<file path="src/rtl/rcc_pkg.sv">
package rcc_pkg;

   localparam int CAUSE_W = 3;

   typedef enum logic [CAUSE_W-1:0] {
      CAUSE_EXT = 3'b001,
      CAUSE_SW  = 3'b010,
      CAUSE_WDT = 3'b100
   } rst_cause_e;

   // picks the recorded cause when several arrive together
   function automatic rst_cause_e pick_cause(input logic ext_act,
                                             input logic wdt_evt,
                                             input logic sw_evt,
                                             input rst_cause_e prev);
      if (ext_act)      return CAUSE_EXT;
      else if (wdt_evt) return CAUSE_WDT;
      else if (sw_evt)  return CAUSE_SW;
      else              return prev;
   endfunction

endpackage

</file>
<file path="src/rtl/rcc_ext_sync.sv">
module rcc_ext_sync #(
   parameter int STAGES = 2
) (
   input  logic clk,
   input  logic ext_rst_n,
   output logic hold_n
);

   if (STAGES < 2) begin : g_bad_stages
      $error("rcc_ext_sync: STAGES must be at least 2");
   end

   logic [STAGES-1:0] sync_q;

   // asynchronous assertion, synchronous release
   always_ff @(posedge clk or negedge ext_rst_n) begin
      if (!ext_rst_n) sync_q <= '0;
      else            sync_q <= {sync_q[STAGES-2:0], 1'b1};
   end

   assign hold_n = sync_q[STAGES-1];

   AST_SYNC_ASYNC_LOW: assert property (@(posedge clk)
      !ext_rst_n |-> !hold_n);

endmodule

</file>
<file path="src/rtl/rcc_stretch.sv">
module rcc_stretch #(
   parameter int LEN = 256
) (
   input  logic clk,
   input  logic rst_n,
   input  logic trig,
   output logic active
);

   if (LEN < 1) begin : g_bad_len
      $error("rcc_stretch: LEN must be at least 1");
   end

   if (LEN == 1) begin : g_single
      logic act_q;
      always_ff @(posedge clk or negedge rst_n) begin
         if (!rst_n) act_q <= 1'b0;
         else        act_q <= trig;
      end
      assign active = act_q;
   end else begin : g_count
      localparam int CW = $clog2(LEN + 1);
      localparam logic [CW-1:0] LOAD = CW'(LEN);
      logic [CW-1:0] cnt_q;
      always_ff @(posedge clk or negedge rst_n) begin
         if (!rst_n)            cnt_q <= '0;
         else if (trig)         cnt_q <= LOAD;
         else if (cnt_q != '0)  cnt_q <= cnt_q - 1'b1;
      end
      assign active = (cnt_q != '0);
   end

   AST_STR_LOAD: assert property (@(posedge clk) disable iff (!rst_n)
      trig |=> active);
   AST_STR_START: assert property (@(posedge clk) disable iff (!rst_n)
      $rose(active) |-> $past(trig));
   AST_STR_END: assert property (@(posedge clk) disable iff (!rst_n)
      $fell(active) |-> !$past(trig));

endmodule

</file>
<file path="src/rtl/rcc_cause_reg.sv">
module rcc_cause_reg
   import rcc_pkg::*;
#(
   parameter int DATA_W = 8,
   parameter int EN_BIT = 7
) (
   input  logic              clk,
   input  logic              por_n,
   input  logic              ext_hold_n,
   input  logic              sw_evt,
   input  logic              wdt_evt,
   input  logic              wr_en,
   input  logic [DATA_W-1:0] wr_data,
   output logic [DATA_W-1:0] rd_data,
   output logic              out_en
);

   if (EN_BIT >= DATA_W || EN_BIT < CAUSE_W) begin : g_bad_bit
      $error("rcc_cause_reg: EN_BIT must lie above the cause field and inside DATA_W");
   end

   localparam logic [DATA_W-1:0] WR_MASK = DATA_W'(1) << EN_BIT;

   rst_cause_e        cause_q;
   logic [DATA_W-1:0] ctrl_q;

   always_ff @(posedge clk or negedge por_n) begin
      if (!por_n) cause_q <= CAUSE_EXT;
      else        cause_q <= pick_cause(!ext_hold_n, wdt_evt, sw_evt, cause_q);
   end

   // only the power-on reset clears the control bits
   always_ff @(posedge clk or negedge por_n) begin
      if (!por_n)     ctrl_q <= '0;
      else if (wr_en) ctrl_q <= wr_data & WR_MASK;
   end

   assign out_en  = ctrl_q[EN_BIT];
   assign rd_data = ctrl_q | {{(DATA_W-CAUSE_W){1'b0}}, cause_q};

   AST_CAUSE_ONEHOT: assert property (@(posedge clk) disable iff (!por_n)
      $countones(cause_q) == 1);
   AST_EXT_WINS: assert property (@(posedge clk) disable iff (!por_n)
      !ext_hold_n |=> cause_q == CAUSE_EXT);
   AST_EN_KEPT: assert property (@(posedge clk) disable iff (!por_n)
      !wr_en |=> $stable(out_en));

endmodule

</file>
<file path="src/rtl/reset_cause_ctrl.sv">
module reset_cause_ctrl #(
   parameter int DATA_W      = 8,
   parameter int EN_BIT      = 7,
   parameter int PULSE_LEN   = 256,
   parameter int INT_HOLD    = 4,
   parameter int SYNC_STAGES = 2
) (
   input  logic              clk,
   input  logic              por_n,
   input  logic              ext_rst_n,
   input  logic              sw_rst_stb,
   input  logic              wdt_rst_stb,
   input  logic              reg_wr,
   input  logic [DATA_W-1:0] reg_wdata,
   output logic [DATA_W-1:0] reg_rdata,
   output logic              sys_rst_n,
   output logic              rst_out_n
);

   logic ext_hold_n;
   logic int_evt;
   logic en;
   logic hold_act;
   logic pulse_act;

   assign int_evt = sw_rst_stb | wdt_rst_stb;

   rcc_ext_sync #(.STAGES(SYNC_STAGES)) u_sync (
      .clk       (clk),
      .ext_rst_n (ext_rst_n),
      .hold_n    (ext_hold_n)
   );

   rcc_cause_reg #(.DATA_W(DATA_W), .EN_BIT(EN_BIT)) u_cause (
      .clk        (clk),
      .por_n      (por_n),
      .ext_hold_n (ext_hold_n),
      .sw_evt     (sw_rst_stb),
      .wdt_evt    (wdt_rst_stb),
      .wr_en      (reg_wr),
      .wr_data    (reg_wdata),
      .rd_data    (reg_rdata),
      .out_en     (en)
   );

   rcc_stretch #(.LEN(INT_HOLD)) u_hold (
      .clk    (clk),
      .rst_n  (por_n),
      .trig   (int_evt),
      .active (hold_act)
   );

   rcc_stretch #(.LEN(PULSE_LEN)) u_pulse (
      .clk    (clk),
      .rst_n  (por_n),
      .trig   (int_evt & en),
      .active (pulse_act)
   );

   assign sys_rst_n = por_n & ext_hold_n & ~hold_act;
   assign rst_out_n = ~pulse_act;

   AST_SYSRST_ON_INT: assert property (@(posedge clk) disable iff (!por_n)
      int_evt |=> !sys_rst_n);
   AST_NO_PULSE_FROM_EXT: assert property (@(posedge clk) disable iff (!por_n)
      $fell(rst_out_n) |-> $past(int_evt));
   AST_PULSE_NEEDS_EN: assert property (@(posedge clk) disable iff (!por_n)
      $fell(rst_out_n) |-> $past(en));

endmodule

</file>
<file path="config.mk">
export PLATFORM = sky130hd
export DESIGN_NAME = reset_cause_ctrl
export DESIGN_NICKNAME = d
export VERILOG_FILES = /design/src/rtl/rcc_pkg.sv /design/src/rtl/rcc_ext_sync.sv /design/src/rtl/rcc_stretch.sv /design/src/rtl/rcc_cause_reg.sv /design/src/rtl/reset_cause_ctrl.sv
export SDC_FILE = /design/constraint.sdc
export NUM_CORES = 1
export LEC_CHECK = 0
export BUFFER_PORTS_ARGS = -buffer_cell sky130_fd_sc_hd__buf_4
export CAP_MARGIN = 15
export CORE_UTILIZATION = 50
export CTS_BUF_LIST = sky130_fd_sc_hd__clkbuf_8
export DETAILED_ROUTE_END_ITERATION = 16
export PLACE_DENSITY = 0.81
export SYNTH_ARGS = -nofsm -noshare
export SYNTH_HDL_FRONTEND = slang
export SYNTH_SLANG_ARGS = --single-unit
</file>
<file path="constraint.sdc">
create_clock -name clk -period 1.9 [get_ports clk]
set_input_delay 0.095 -clock clk [delete_from_list [all_inputs] [get_ports clk]]
set_output_delay 0.095 -clock clk [all_outputs]
set_load 0.005 [all_outputs]
</file>
==> flow_summary.yaml <==
floorplanning:
  die_x_um: 44.1
  fp.dieArea_um2: 1940
  initial_core_util: 0.561
  die_height_um: 44.1
  num_rows: 14
  io_pins: 24
  core_um2: 1580
clock_tree:
  cts-htree-levels: 1
  cts_tree: "built"
  cts_inserted_buffers: 3
  cts.path.max_buffers: 2
  path_clk_slew_ps: 70
  cts-root-buf: "clkbuf_8"
  cts_sinks: 18
  worstSkewPairLatency_ps: 260
run:
  cap_viol_max_count: 0
pwr:
  power_density_nw_per_um2: 1330
  leakage_nw: 0.493
  ir_worst_vdd_v: 0.000699
critical_path:
  rrSetupSlack_ps: 110
  crit_path_max_fanout: 5
  cp_top_family: "simple AND/OR/NAND/NOR gates"
  endpoint_kind: "primary output"
  critPathMaxStageDelay_ps: 420
  worstPathArrival_ps: 1730
  path_buf_inv: 2
  path_class: "reg2out"
  cp.required_ps: 1800
  r2r-end: "u_pulse.g_count.cnt_q[1]$_DFFE_PN0P_"
  worstSetupStartpointType: "register"
  r2r-start: "u_pulse.g_count.cnt_q[0]$_DFFE_PN0P_"
  cp_slowest_cell: "or3b_4"
  worst_r2r_path_depth: 7
  path_cells: "inv_1 > ha_2 > or3b_4 > nor3_4 > buf_4"
grt:
  track_usage: 0.198
  first_global_vias: 602
  grt_pass1_wl_um: 2680
  antenna_found_initial: 0
  grt_busiest_layer: "met2"
  met1_usage: 0.244
  gr-total-overflow: 0
  met2_usage: 0.312
  use_met3: 0.0612
  grt_max_degree: 18
finish:
  fin_nets: 121
  stdcell_count: 119
  area_growth_pct: 19.0
  utilization: 0.667
  n_antenna_cell: 0
  final_layout_size_suffix_gt1_frac: 0.223
route:
  drtPass1Iterations: 4
  post_drt_wl_per_cell_um: 13.0
  drc: 0
  avgViaCountPerCell: 5.55
  routed_wl_um: 1550
  ant_nets: 0
  vias: 660
  drtIter0Drc: 6
status:
  status: "finished, final reports clean"
placement:
  hpwl_um: 1050
  dp_slack_ps: 121
  gp_congestion: 0.870
  place_inst: 112
  io_buffers: 12
worst_hold_path:
  hold_class: "in2reg"
  hold_start: "wdt_rst_stb"
  min_delay_worst_endpoint: "u_hold.g_count.cnt_q[0]$_DFFE_PN0P_"
  holdPathStages: 2
timing:
  period_share: 0.960
  finClkSkew_ps: 2.76
  setup_tns_ps: 0
  whs_ps: 33.7
  grt_setup_unrepaired: "false"
  finalHoldViolations: 0
  slew_headroom: 0.646
  fin_ws_ps: 75.1
  final-setup-viol-count: 0
  max_freq_mhz: 548
  fin_crit_ps: 1820
  finalMaxSlewViolations: 0
  tightest_slew_ps: 530
yosys:
  ys_ff_latch: 18
  synth_cells: 87
  avgSynthCellArea_um2: 10.2
  synth_cell_type_count: 33
  ys_warn_count: 0
  synthesis.area_um2: 885
  synth_seq_area_share: 0.511
what timing repair did:
item,CTS,global route
pin swaps,1,0
resized for setup,1,1
endpoints found under the hold margin,18,0
endpoints found under the setup margin,1,2
cloned,0,0
buffers inserted,1,0
hold buffers,2,0
per-stage QoR:
stage	cell area [um2]	power (W)
3_3_place_gp	965	0.00104
4_1_cts	1050	0.00139
6_report	1050	0.00140
2_1_floorplan	896	0.000951
3_5_place_dp	965	0.00106
5_1_grt	1050	0.00149
cell type report:
class,instances,area [um2]
timing repair buffer,15,118
multi-input combinational,61,389
clock buffer,4,55.1
inverter,5,18.8
tap,16,20.0
fill,130,524
sequential,18,452
registers in the layout, summed over array words and instances (netlist names):
register               count
u_cause.ctrl_q             1
u_pulse.g_count.cnt_q      9
u_sync.sync_q              2
u_cause.cause_q            3
u_hold.g_count.cnt_q       3
placed cells by master (no fill, tap or decap):
cell / n
dlygate4sd3_1: 2
o21ai_0: 3
nor4_1: 1
o2111ai_1: 1
or3_1: 1
nor3b_1: 1
nand2b_1: 3
o31ai_1: 1
clkbuf_8: 4
or4_1: 2
a21oi_1: 3
ha_1: 2
or4_4: 1
nor3_1: 1
buf_4: 13
dfrtp_1: 17
nor3_4: 1
nor2_1: 10
o21a_1: 1
xor2_1: 1
xnor2_1: 2
mux2i_1: 1
inv_1: 5
nor2b_1: 3
conb_1: 5
a211oi_1: 1
o211ai_1: 2
a2111oi_0: 1
dfstp_2: 1
o311ai_0: 1
nand2_1: 8
ha_2: 1
mux2_2: 1
or3b_4: 1
o21ai_1: 1
how the worst max path moves through the flow:
stage,start,to,cells after the start
3_3_place_gp,u_pulse.g_count.cnt_q[0]$_DFFE_PN0P_,u_pulse.g_count.cnt_q[0]$_DFFE_PN0P_,6
4_1_cts,u_pulse.g_count.cnt_q[0]$_DFFE_PN0P_,rst_out_n,5
6_report,u_pulse.g_count.cnt_q[0]$_DFFE_PN0P_,rst_out_n,5
2_1_floorplan,u_pulse.g_count.cnt_q[0]$_DFFE_PN0P_,u_pulse.g_count.cnt_q[0]$_DFFE_PN0P_,6
3_5_place_dp,u_pulse.g_count.cnt_q[0]$_DFFE_PN0P_,u_pulse.g_count.cnt_q[1]$_DFFE_PN0P_,6
5_1_grt,u_pulse.g_count.cnt_q[0]$_DFFE_PN0P_,u_pulse.g_count.cnt_q[1]$_DFFE_PN0P_,7
cells in the mapped netlist (all sizes together):
master   instances  area [um2]
dfrtp           17         425
nor2            10        37.5
nand2            8        30.0
buf              5        37.5
inv              5        18.8
o21ai            4        20.0
a21oi            3        15.0
ha               3        37.5
nand2b           3        18.8
nor2b            3        18.8
or4              3        26.3
conb             2        7.51
nor3             2        21.3
o211ai           2        15.0
xnor2            2        17.5
a2111oi          1        8.76
a211oi           1        7.51
clkbuf           1        3.75
dfstp            1        26.3
mux2             1        11.3
mux2i            1        10.0
nor3b            1        7.51
nor4             1        6.26
o2111ai          1        8.76
o21a             1        7.51
o311ai           1        8.76
o31ai            1        7.51
or3              1        6.26
or3b             1        8.76
xor2             1        8.76
worst register-to-register path, cell delays in order, from the launching register on:
cell and delay, ps:
dfrtp_1 400, inv_1 100, ha_2 210, or3b_4 420, nor3_4 200, buf_4 150, nor2b_1 40, a211oi_1 170
power breakdown:
part	internal, W	switching [W]
registers	0.000486	0.000112
clock network	0.000184	0.000129
logic	0.000233	0.000251
layer usage:
| layer | up-vias | part of all wire |
|---|---|---|
| met5 | - | 0 |
| met2 | 15 | 0.49 |
| met1 | 322 | 0.45 |
| met4 | 0 | 0.022 |
| met3 | 4 | 0.039 |
| li1 | 319 | - |
logic make-up (layout without fill, tap and decap cells):
logic type | Yosys count | after routing | synth area share
AO/OA/AOI/OAI | 15 | 15 | 0.112
other | 2 | 5 | 0.00849
adder cells (fa/ha/maj) | 3 | 3 | 0.0424
XOR/XNOR | 3 | 3 | 0.0297
buffers and inverters | 11 | 24 | 0.0679
flip-flops | 18 | 18 | 0.511
AND/OR/NAND/NOR | 33 | 33 | 0.205
multiplexers | 2 | 2 | 0.0240
Note: power is estimated with default switching activity, not from simulation.
